===== src/rtl/rxto_pkg.sv =====
package rxto_pkg;

    // Extra ticks added beyond the programmed bit periods
    localparam int unsigned MARGIN_TICKS = 2;
    // log2 of ticks per bit in each oversampling mode
    localparam int unsigned SH_OS16 = 4;
    localparam int unsigned SH_OS8  = 3;

    typedef enum logic [1:0] {
        LINE_IDLE = 2'd0,   // no character seen since reset
        LINE_GAP  = 2'd1,   // between characters, timing silence
        LINE_RECV = 2'd2    // character in progress
    } line_e;

    typedef struct packed {
        logic set_req;
        logic clr_req;
    } flag_ctl_t;

    function automatic logic [2:0] tick_shift(input logic os8);
        return os8 ? 3'(SH_OS8) : 3'(SH_OS16);
    endfunction

endpackage


===== src/rtl/rxto_gap_counter.sv =====
module rxto_gap_counter
    import rxto_pkg::*;
#(
    parameter int unsigned CW = 13
) (
    input  logic          clk,
    input  logic          rst,
    input  logic          sample_tick,
    input  logic          char_end,
    input  logic          start_det,
    output logic [CW-1:0] gap_cnt,
    output logic          in_gap
);

    localparam logic [CW-1:0] CNT_MAX = '1;

    line_e line_q;

    always_ff @(posedge clk) begin
        if (rst) begin
            line_q  <= LINE_IDLE;
            gap_cnt <= '0;
        end else if (start_det) begin
            line_q  <= LINE_RECV;
            gap_cnt <= '0;
        end else if (char_end) begin
            line_q  <= LINE_GAP;
            gap_cnt <= '0;
        end else if (line_q == LINE_GAP && sample_tick && gap_cnt != CNT_MAX) begin
            gap_cnt <= gap_cnt + 1'b1;
        end
    end

    assign in_gap = (line_q == LINE_GAP);

endmodule


===== src/rtl/rxto_threshold.sv =====
module rxto_threshold
    import rxto_pkg::*;
#(
    parameter int unsigned TW = 8,
    parameter int unsigned CW = 13
) (
    input  logic [TW-1:0] timeout_bits,
    input  logic          os8_sel,
    input  logic [CW-1:0] gap_cnt,
    input  logic          in_gap,
    output logic [CW-1:0] thr_ticks,
    output logic          expired
);

    logic [CW-1:0] base_ticks;

    always_comb begin
        base_ticks = {{(CW-TW){1'b0}}, timeout_bits} << tick_shift(os8_sel);
        thr_ticks  = base_ticks + CW'(MARGIN_TICKS);
        expired    = in_gap && (gap_cnt >= thr_ticks);
    end

endmodule


===== src/rtl/rxto_flag.sv =====
module rxto_flag
    import rxto_pkg::*;
(
    input  logic clk,
    input  logic rst,
    input  logic expired,
    input  logic rx_en,
    input  logic char_end,
    input  logic start_det,
    input  logic flag_clr,
    output logic flag
);

    flag_ctl_t ctl;
    logic      fired_q;

    always_comb begin
        ctl.set_req = expired && rx_en && !fired_q;
        ctl.clr_req = flag_clr;
    end

    always_ff @(posedge clk) begin
        if (rst) begin
            flag    <= 1'b0;
            fired_q <= 1'b0;
        end else begin
            if (ctl.set_req)
                flag <= 1'b1;
            else if (ctl.clr_req)
                flag <= 1'b0;

            if (start_det || char_end)
                fired_q <= 1'b0;
            else if (ctl.set_req)
                fired_q <= 1'b1;
        end
    end

endmodule


===== src/rtl/rx_idle_timeout.sv =====
module rx_idle_timeout
    import rxto_pkg::*;
#(
    parameter int unsigned TW = 8
) (
    input  logic          clk,
    input  logic          rst,
    input  logic          sample_tick,
    input  logic          char_end,
    input  logic          start_det,
    input  logic          rx_en,
    input  logic          os8_sel,
    input  logic [TW-1:0] timeout_bits,
    input  logic          flag_clr,
    output logic          timeout_flag
);

    // Holds TW bits shifted by four plus the margin, with headroom to saturate
    localparam int unsigned CW = TW + 5;

    logic [CW-1:0] gap_cnt;
    logic [CW-1:0] thr_ticks;
    logic          in_gap;
    logic          expired;

    rxto_gap_counter #(.CW(CW)) u_cnt (
        .clk         (clk),
        .rst         (rst),
        .sample_tick (sample_tick),
        .char_end    (char_end),
        .start_det   (start_det),
        .gap_cnt     (gap_cnt),
        .in_gap      (in_gap)
    );

    rxto_threshold #(.TW(TW), .CW(CW)) u_thr (
        .timeout_bits (timeout_bits),
        .os8_sel      (os8_sel),
        .gap_cnt      (gap_cnt),
        .in_gap       (in_gap),
        .thr_ticks    (thr_ticks),
        .expired      (expired)
    );

    rxto_flag u_flag (
        .clk       (clk),
        .rst       (rst),
        .expired   (expired),
        .rx_en     (rx_en),
        .char_end  (char_end),
        .start_det (start_det),
        .flag_clr  (flag_clr),
        .flag      (timeout_flag)
    );

endmodule


===== config.mk =====
export PLATFORM = sky130hd
export DESIGN_NAME = rx_idle_timeout
export DESIGN_NICKNAME = d
export VERILOG_FILES = /design/src/rtl/rxto_pkg.sv /design/src/rtl/rxto_gap_counter.sv /design/src/rtl/rxto_threshold.sv /design/src/rtl/rxto_flag.sv /design/src/rtl/rx_idle_timeout.sv
export SDC_FILE = /design/constraint.sdc
export NUM_CORES = 1
export LEC_CHECK = 0
export BUFFER_PORTS_ARGS = -buffer_cell sky130_fd_sc_hd__buf_4
export CELL_PAD_IN_SITES_DETAIL_PLACEMENT = 1
export CELL_PAD_IN_SITES_GLOBAL_PLACEMENT = 2
export CORE_MARGIN = 1.5
export CORE_UTILIZATION = 34
export CTS_CLUSTER_SIZE = 8
export DETAILED_ROUTE_END_ITERATION = 16
export PLACE_DENSITY_LB_ADDON = 0.1
export SYNTH_ARGS = -nofsm -noshare
export SYNTH_HDL_FRONTEND = slang
export SYNTH_SLANG_ARGS = --single-unit

===== constraint.sdc =====
create_clock -name clk -period 2.6 [get_ports clk]
set_input_delay 0.26 -clock clk [delete_from_list [all_inputs] [get_ports clk]]
set_output_delay 0.26 -clock clk [all_outputs]
set_load 0.02 [all_outputs]

Word-level counts from Yosys, hierarchy flattened

Cells that the tools add are included.

Register bits: 17
Input bits: 16
Output and inout bits: 1
Logic and storage cells: 28

$add $sub $neg: 2
Order comparisons: 1
Eq/ne operators: 2
Shifts and indexed selects: 1
Mux-type cells: 5
Reduce and logical (&&, ||, !) cells: 12

Operator list:

| cell                                           | count |
|---|---|
| adder 13 x 1 -> 13 bit (second input constant) | 1 |
| adder 13 x 2 -> 13 bit (second input constant) | 1 |
| >= comparator 13 bit                           | 1 |
| != test 13 bit (second input constant)         | 1 |
| left shift 8 x 3 -> 13 bit                     | 1 |
| logical AND 1 bit                              | 5 |
| 2-to-1 mux 2 bit                               | 2 |
| nonzero test 2 bit                             | 2 |
| OR reduction 2 bit                             | 2 |
| 2-to-1 mux 3 bit                               | 1 |
| OR reduction 3 bit                             | 1 |
| == test 2 x 1 -> 1 bit (second input constant) | 1 |
| 2-to-1 mux 1 bit                               | 2 |
| zero test 1 bit                                | 1 |
| logical OR 1 bit                               | 1 |

Logic depth before layout (Yosys ltp)

Gate-level depths: netlist of the first run.

Depth after elaboration: 8
Mapped depth: 10
Gate-level depth less buffers: 10

Modules after synthesis

A second synthesis of the first run with hierarchy kept.

Cell total of the unflattened synthesis: 162
Area, all modules: 1326.3 um2

By module, submodules not included:

| module           | times used | cells each | area an instance (um2) | seq. area each (um2) |
|---|---|---|---|---|
| rxto_gap_counter | 1          | 86         | 763.2                  | 300.3 |
| rxto_threshold   | 1          | 69         | 493.0                  | 0.0 |
| rxto_flag        | 1          | 7          | 70.1                   | 40.0 |

Worst setup path before layout of the first run

Ideal clock, no wire load.

Path type: in2reg
From: input os8_sel
To: register u_flag.flag
Library setup time: 0.086 ns
Data arrival time: 1.808 ns
Required time: 2.514 ns
Path slack: 0.707 ns
Stages on the path: 8
Path buffers: 1
Cells stage by stage: buf_1 mux2i_1 xor2_1 ha_1 nand4_1 nor3_1 a221oi_1 a211oi_1

Longest elaborated chain between the ends: 8
Elaborated cells on any way between the ends: 9
Classes of those cells: add/sub (1); order compare (1); shift (1); mux (2); reduce/logical (4)

RTL lines:

| element                                                | line                  | RTL |
|---|---|---|
| start: declaration                                     | rx_idle_timeout.sv:12 | `input logic os8_sel,` |
| 2-to-1 mux 3 bit *                                     | rxto_pkg.sv:21        | `return os8 ? 3'(SH_OS8) : 3'(SH_OS16);` |
| left shift 8 x 3 -> 13 bit *                           | rxto_threshold.sv:18  | `base_ticks = {{(CW-TW){1'b0}}, timeout_bits} << tick_shift(os8_sel);` |
| adder 13 x 2 -> 13 bit *                               | rxto_threshold.sv:19  | `thr_ticks = base_ticks + CW'(MARGIN_TICKS);` |
| >= comparator 13 bit *                                 | rxto_threshold.sv:20  | `expired = in_gap && (gap_cnt >= thr_ticks);` |
| logical AND 1 bit *                                    | rxto_threshold.sv:20  |  |
| logical AND 1 bit * (2 in series)                      | rxto_flag.sv:18       | `ctl.set_req = expired && rx_en && !fired_q;` |
| 2-to-1 mux 1 bit or nonzero test 2 bit (tied branches) | --                    |  |
| end signal: assignment                                 | rxto_flag.sv:24       | `flag <= 1'b0;` |
| end signal: assignment                                 | rxto_flag.sv:28       | `flag <= 1'b1;` |
| end signal: assignment                                 | rxto_flag.sv:30       | `flag <= 1'b0;` |
| end: declaration                                       | rxto_flag.sv:11       | `output logic flag` |

Mark *: on every way between the ends. The rest lies on a longest branch, timed or not.
A chain may end at the register's enable or synchronous reset.

Worst setup path after layout of the first run

From: register u_cnt.gap_cnt[1]
To: register u_cnt.gap_cnt[10]

Longest elaborated chain between the ends: 2
Elaborated cells on any way between the ends: 3
Classes of those cells: add/sub (1); eq/ne (1); reduce/logical (1)

RTL lines:

| element                                                                        | line                   | RTL |
|---|---|---|
| start: declaration                                                             | rxto_gap_counter.sv:11 | `output logic [CW-1:0] gap_cnt,` |
| start signal: assignment                                                       | rxto_gap_counter.sv:30 | `gap_cnt <= gap_cnt + 1'b1;` |
| parallel branches: the longest is 2 deep, another holds adder 13 x 1 -> 13 bit | --                     |  |

Several ways; the timed one is not identified.

==> results of run 1 <==
-- registers in the layout (all words and copies together) (netlist names) --
name            count
u_cnt.gap_cnt      13
u_cnt.line_q        2
u_flag.fired_q      1
u_flag.flag         1
-- per-layer routing --
metal,vias to the layer above,track usage,part of all wire
met5,-,0,0
met4,0,0.0571,0.012
met3,4,0.0196,0.022
met2,12,0.280,0.46
met1,566,0.226,0.51
li1,606,-,-
-- stage by stage --
stage	power [mW]	setup slack [ns]	util	area [sq um]	hold WS (ns)
6_report	0.483	0.637	0.425	1450	0.142
5_1_grt	0.516	0.475	0.425	1450	0.135
4_1_cts	0.489	0.667	0.425	1450	0.138
3_5_place_dp	0.346	0.694	0.417	1420	0.459
3_3_place_gp	0.342	0.777	0.417	1420	0.450
2_1_floorplan	0.313	0.707	-	1250	0.332
-- Yosys cell counts --
cell      instances  area [sq um]
a31oi_1           2          12.5
o21ai_0           8          40.0
xor2_1            2          17.5
a221oi_1          1          8.76
nand2b_1          2          12.5
or3_4             1          11.3
mux2i_1           6          60.1
a21o_1            2          15.0
o221ai_1          1          8.76
nand3b_1          1          7.51
nand3_1           4          20.0
a211oi_1          3          22.5
inv_1             8          30.0
o21a_1            1          7.51
nand4_1           7          43.8
or3_1             3          18.8
or3_2             2          15.0
buf_6             1          11.3
nor2b_1           1          6.26
and3_1            1          6.26
xnor2_1           1          8.76
dfxtp_1          17           340
or4_1             3          22.5
buf_1             1          3.75
nor3_1            5          25.0
nor2_1           11          41.3
o311ai_0          2          17.5
o41ai_1           2          17.5
mux2_2            1          11.3
o31ai_1           4          30.0
conb_1            2          7.51
a21oi_1          15          75.1
nand4_2           1          12.5
nor4bb_1          1          10.0
o31a_2            1          10.0
and3b_1           1          8.76
nand2_1           8          30.0
ha_1             15           188
a41o_2            1          11.3
-- worst register-to-register path: cells and delay by family (launching register included) --
kind            cells  cell delay [ns]
compound gates      2             0.47
flops               1             0.44
simple gates        2             0.70
fa+ha+maj           1             0.23
-- power groups by stage --
stage          Sequential, mW  Clock (mW)  Combinational, mW
2_1_floorplan           0.269           0             0.0431
3_3_place_gp            0.270           0             0.0725
3_5_place_dp            0.270           0             0.0757
4_1_cts                 0.264       0.149             0.0758
5_1_grt                 0.265       0.164             0.0870
6_report                0.264       0.143             0.0754
-- cells in the final DEF (no fill, tap or decap), types with 2 or more instances in the layout --
cell type | Yosys | final
a211oi_1 | 3 | 3
a21o_1 | 2 | 2
a21oi_1 | 15 | 15
a31oi_1 | 2 | 2
buf_4 | 0 | 17
clkbuf_4 | 0 | 3
conb_1 | 2 | 4
dfxtp_1 | 17 | 17
ha_1 | 15 | 15
inv_1 | 8 | 8
mux2i_1 | 6 | 6
nand2_1 | 8 | 8
nand2b_1 | 2 | 2
nand3_1 | 4 | 4
nand4_1 | 7 | 7
nor2_1 | 11 | 11
nor3_1 | 5 | 5
o21ai_0 | 8 | 8
o311ai_0 | 2 | 2
o31ai_1 | 4 | 4
o41ai_1 | 2 | 2
or3_1 | 3 | 3
or3_2 | 2 | 2
or4_1 | 3 | 3
xor2_1 | 2 | 2
-- worst min-delay path by stage --
stage,start,end,slack [ns],depth (start not counted)
after floorplan,rst,u_cnt.line_q[1],0.33,1
after global placement,start_det,u_cnt.line_q[0],0.45,2
after detailed placement,start_det,u_cnt.line_q[0],0.46,2
after CTS,start_det,u_cnt.line_q[0],0.14,2
after global routing,start_det,u_cnt.line_q[0],0.13,2
final,start_det,u_cnt.line_q[0],0.14,2
-- cell families after synthesis --
logic type / share of synthesized area
buffers and inverters: 0.0361
flip-flops: 0.273
multiplexers: 0.0572
adder cells (fa/ha/maj): 0.151
AO/OA/AOI/OAI: 0.222
other: 0.00603
AND/OR/NAND/NOR: 0.234
XOR/XNOR: 0.0211
-- layout make-up --
type / count / area, sq um / area share
clock buffer: 3 / 22.5 / 0.0155
clock inverter: 1 / 5.00 / 0.00345
inverter: 8 / 30.0 / 0.0207
multi-input combinational: 124 / 868 / 0.598
sequential: 17 / 340 / 0.234
tap: 46 / 57.6 / 0.0397
timing repair buffer: 17 / 128 / 0.0879
==> metrics.md, run 1 <==
| Metric | Value |
|---|---|
| Run status | `finished, final reports clean` |
| Drt first pass iters | `4` |
| Crit path cell chain | `ha_1 -> nand3_1 -> or3_2 -> o311ai_0 -> o41ai_1` |
| Period utilization | `0.755` |
| Worst setup path class | `reg -> reg` |
| Die H | `between 60 and 70 microns` |
| Cell count after placement | `approximately 210` |
| Via/cell ratio | `5.50` |
| Die footprint | `just over 4000 sq um` |
| Vias in the first global route | `approximately 1.2k` |
| First-pass GRT wire length | `between 5 and 6 mm` |
| Buf+Inv Stages, Crit Path | `0` |
| Row Count | `21` |
| CP max stage cell | `or3_2` |
| Setup TNS | `0 ns` |
| Actual slew at the worst max-slew pin | `0.670 ns` |
| Fin crit period | `about 2.0 ns` |
| Critical Path End | `u_cnt.gap_cnt[10]` |
| Starting DRT DRC Count | `37` |
| Post-detail-place hpwl | `around 2.5 mm` |
| Crit path max-delay family | `simple AND/OR/NAND/NOR gates` |
| CP required | `2.77 ns` |
| # hold bufs at CTS | `0` |
| Count of pins over their slew limit | `0` |
| Static Leak | `roughly 0.58 nW` |
| Clock H-tree levels | `1` |
| Startpoint Class | `register` |
| Final hold vios | `0` |
| Root buf cell | `clkbuf_4` |
| Crit path max fanout | `6` |
| Share of cells above drive strength 1 | `0.165` |
| Clock Latency Late Sink | `about 0.29 ns` |
| Final WL | `3.09 mm` |
| Placer Congestion | `between 0.7 and 0.8` |
| Final Skew | `roughly 0.002 ns` |
| Seq/Total Area, Yosys | `0.273` |
| Net Switching | `around 130 uW` |
| #FFs+latches synth | `17` |
| Worst R2R Path Depth | `5` |
| Fillers | `442` |
| FF-to-FF Start | `u_cnt.gap_cnt[1]` |
| Post-CTS Setup Inserts | `0` |
| PortBufs | `16` |
| FF-to-FF End | `u_cnt.gap_cnt[10]` |
| Die width | `between 60 and 70 microns` |
| CTS tree | `done` |
| CP peak stage delay | `just over 0.5 ns` |
| Layout area overhead | `16.5%` |
| RSZ-0062 raised after global routing | `false` |
| Switching share of total power | `0.261` |
| Cells after Synth | `149` |
| Max cap viols | `0` |
| Number of cells on the critical path | `5` |
| Starting density of the core | `0.365` |
| HP Class | `in -> reg` |
| Critical path launch point | `u_cnt.gap_cnt[1]` |
| Antenna cells | `0` |
| Design internal power | `roughly 360 uW` |
| Global Route Usage Sum | `0.169` |
| Total CTS buffers | `3` |
| Endpoints failing setup | `0` |
| Max Freq | `between 0.5 and 0.6 GHz` |
| Initial antenna violation count | `0` |
| WP data arrival | `between 2 and 2.5 ns` |
| Core Area | `roughly 3400 sq um` |
| Post-route insts no fill | `approximately 220` |
| Clock transition at path regs | `0.10 ns` |
| CTS resizes | `0` |
| Crit path capture type | `register` |
| Comb power frac | `0.156` |
| Register share of total power | `0.547` |
| Clock Path Buffers | `2` |
| IO Count | `17` |
| Post-Syn Area per Cell | `between 8 and 9 sq um` |
| Clock power frac | `0.297` |
| Layout net count | `slightly above 200` |
| Vias | `around 1.2k` |
| Worst rel slew slack | `0.550` |
| Drt wl/cell | `approximately 14 microns` |
| Total grt overflow | `0` |
| FF-to-FF setup slack | `about 0.64 ns` |
| Power per cell area | `around 330 nW/um^2` |
| Antenna-violating nets left | `0` |
| CTS Sinks | `17` |
| Pin count of the biggest net entering global routing | `13` |
| Post-Syn Area | `1250 sq um` |
| Drc violations | `0` |
| Worst vdd ir | `between 0.15 and 0.2 mV` |
| Syn. warnings | `0` |
| Unique masters post-synth | `39` |
Note: power is estimated with default switching activity, not from simulation.
==> run 2, diff against run 1 <==
CORE_UTILIZATION = 30   (was 34)
clock period = 1.8 ns   (was 2.6 ns; I/O delays follow)
==> metrics.md, run 2 (same netlist as run 1, synthesis figures left out) <==
| Metric | Value |
|---|---|
| Pin count of the biggest net entering global routing | `13 (unchanged)` |
| Commonest non-fill, non-tap cell in the layout | `buf_4` |
| Period utilization | `0.931 (was 0.755)` |
| Cell count after placement | `225 (was 212)` |
| Total CTS buffers | `3 (unchanged)` |
| Share of cells above drive strength 1 | `0.207 (was 0.165)` |
| WP data arrival | `1.81 ns (was 2.13 ns)` |
| Net Switching | `192 uW (was 126 uW)` |
| Buf+Inv Stages, Crit Path | `0 (unchanged)` |
| Cell mode on critical path | `o21ai_0` |
| Clock H-tree levels | `1 (unchanged)` |
| Top flop regs | `u_cnt.gap_cnt: 13 flops, u_cnt.line_q: 2 flops (unchanged)` |
| Vias | `1216 (was 1188)` |
| Final hold vios | `0 (unchanged)` |
| Placer Congestion | `0.777 (was 0.789)` |
| Drt wl/cell | `14.7 microns (was 14.3 microns)` |
| Clock Latency Late Sink | `0.26 ns (was 0.29 ns)` |
| Fin crit period | `1.68 ns (was 1.96 ns)` |
| Max cap viols | `0 (unchanged)` |
| CP max stage cell | `dfxtp_1 (was or3_2)` |
| Antenna cells | `0 (unchanged)` |
| Die H | `67.5 microns (was 63.5 microns)` |
| Root buf cell | `clkbuf_8 (was clkbuf_4)` |
| Count of pins over their slew limit | `0 (unchanged)` |
| Clock Path Buffers | `2 (unchanged)` |
| Post-detail-place hpwl | `2.69 mm (was 2.49 mm)` |
| CTS tree | `done (unchanged)` |
| Most flops, register | `u_cnt.gap_cnt (unchanged)` |
| Setup TNS | `0 ns (unchanged)` |
| CP peak stage delay | `0.46 ns (was 0.51 ns)` |
| Initial antenna violation count | `0 (unchanged)` |
| M3 GR Usage | `0.0200 (was 0.0196)` |
| Crit path max-delay family | `compound AO/OA/AOI/OAI gates (was simple AND/OR/NAND/NOR gates)` |
| Post-CTS Setup Inserts | `0 (unchanged)` |
| Static Leak | `0.632 nW (was 0.580 nW)` |
| RSZ-0062 raised after global routing | `false (unchanged)` |
| Max reg flops | `13 (unchanged)` |
| Vias in the first global route | `1207 (was 1197)` |
| Antenna-violating nets left | `0 (unchanged)` |
| Comb power frac | `0.142 (was 0.156)` |
| Drc violations | `0 (unchanged)` |
| Global Route Usage Sum | `0.160 (was 0.169)` |
| Register share of total power | `0.487 (was 0.547)` |
| Row Count | `23 (was 21)` |
| GR Util met2 | `0.267 (was 0.280)` |
| Total grt overflow | `0 (unchanged)` |
| CTS resizes | `0 (unchanged)` |
| Max Freq | `0.596 GHz (was 0.509 GHz)` |
| Switching share of total power | `0.245 (was 0.261)` |
| Layout area overhead | `23.8% (was 16.5%)` |
| Final Skew | `0.00397 ns (was 0.00204 ns)` |
| Power per cell area | `508 nW/um^2 (was 333 nW/um^2)` |
| Post-route insts no fill | `229 (was 216)` |
| Met1 usage | `0.203 (was 0.226)` |
| Core Area | `4000 sq um (was 3420 sq um)` |
| Clock power frac | `0.371 (was 0.297)` |
| Worst vdd ir | `0.275 mV (was 0.198 mV)` |
| Layout net count | `211 (was 202)` |
| First-pass GRT wire length | `5.44 mm (was 5.40 mm)` |
| Total power draw | `784 uW (was 483 uW)` |
| Final WL | `3.37 mm (was 3.09 mm)` |
| PortBufs | `16 (unchanged)` |
| Starting density of the core | `0.312 (was 0.365)` |
| Crit path max fanout | `7 (was 6)` |
| IO Count | `17 (unchanged)` |
| Starting DRT DRC Count | `14 (was 37)` |
| CTS Sinks | `17 (unchanged)` |
| Endpoints failing setup | `0 (unchanged)` |
| Worst setup path class | `reg -> reg (unchanged)` |
| Most frequent cells in the layout | `26 x buf_4, 16 x dfxtp_1, 15 x a21oi_1, 15 x ha_1, 11 x nor2_1 (was 17 x buf_4, 17 x dfxtp_1, 15 x a21oi_1, 15 x ha_1, 11 x nor2_1)` |
| Crit path cell chain | `ha_1 -> o21ai_0 -> o21ai_0 -> a221oi_1 -> a211oi_1 (was ha_1 -> nand3_1 -> or3_2 -> o311ai_0 -> o41ai_1)` |
| Die width | `67.5 microns (was 63.5 microns)` |
| Clock transition at path regs | `0.07 ns (was 0.10 ns)` |
| Design internal power | `591 uW (was 357 uW)` |
| Most Crowded Layer GR | `met2 (unchanged)` |
| Via/cell ratio | `5.31 (was 5.50)` |
| HP Class | `in -> reg (unchanged)` |
| Drt first pass iters | `4 (unchanged)` |
| CP required | `1.93 ns (was 2.77 ns)` |
| Startpoint Class | `register (unchanged)` |
| Die footprint | `4550 sq um (was 4040 sq um)` |
| Run status | `finished, final reports clean (unchanged)` |
| Crit path capture type | `register (unchanged)` |
| # hold bufs at CTS | `0 (unchanged)` |
==> run 2: cell count changes in the layout (fill, tap and decap cells not counted), sizes merged <==
cell	previous run	this run
clkbuf	3	4
buf	17	26
clkinv	1	0
==> run 2: power by group through the flow <==
stage	clock network [mW]	logic [mW]	registers (mW)
floorplan	0	0.0625	0.389
global placement	0	0.108	0.390
detailed placement	0	0.112	0.390
CTS	0.297	0.112	0.382
global route	0.311	0.125	0.382
finish	0.291	0.111	0.382
==> run 2: final timing paths <==
check | from | endpoint | slack (ns) | cells past startpoint
worst max-delay path | u_cnt.gap_cnt[2] | u_flag.flag | 0.12 | 5
worst min-delay path | start_det | u_cnt.line_q[0] | 0.11 | 2
worst max register to register | u_cnt.gap_cnt[2] | u_flag.flag | 0.12 | 5
worst min register to register | u_cnt.line_q[0] | u_cnt.line_q[0] | 0.53 | 2
==> run 2: layout make-up <==
class,instances,area [sq um]
multi-input cells,124,868
inverters,8,30.0
well taps,50,62.6
repair buffers,26,195
fillers,473,2460
flip-flops and latches,17,342
clock buffers,4,45.0
==> run 2: metal layers <==
| layer | wire length (microns) | share of wire |
|---|---|---|
| met5 | 0 | 0 |
| met2 | 1490 | 0.44 |
| met4 | 109 | 0.032 |
| met3 | 81 | 0.024 |
| met1 | 1680 | 0.50 |
==> run 2: per-stage QoR <==
step	hold slack (ns)	instance area [sq um]	util	setup slack, ns
after detailed placement	0.380	1500	0.374	0.00488
final	0.112	1540	0.386	0.123
after global routing	0.113	1540	0.386	0.0175
after CTS	0.108	1540	0.385	0.115
after global placement	0.372	1500	0.374	0.0931
after floorplan	0.252	1250	-	0.104
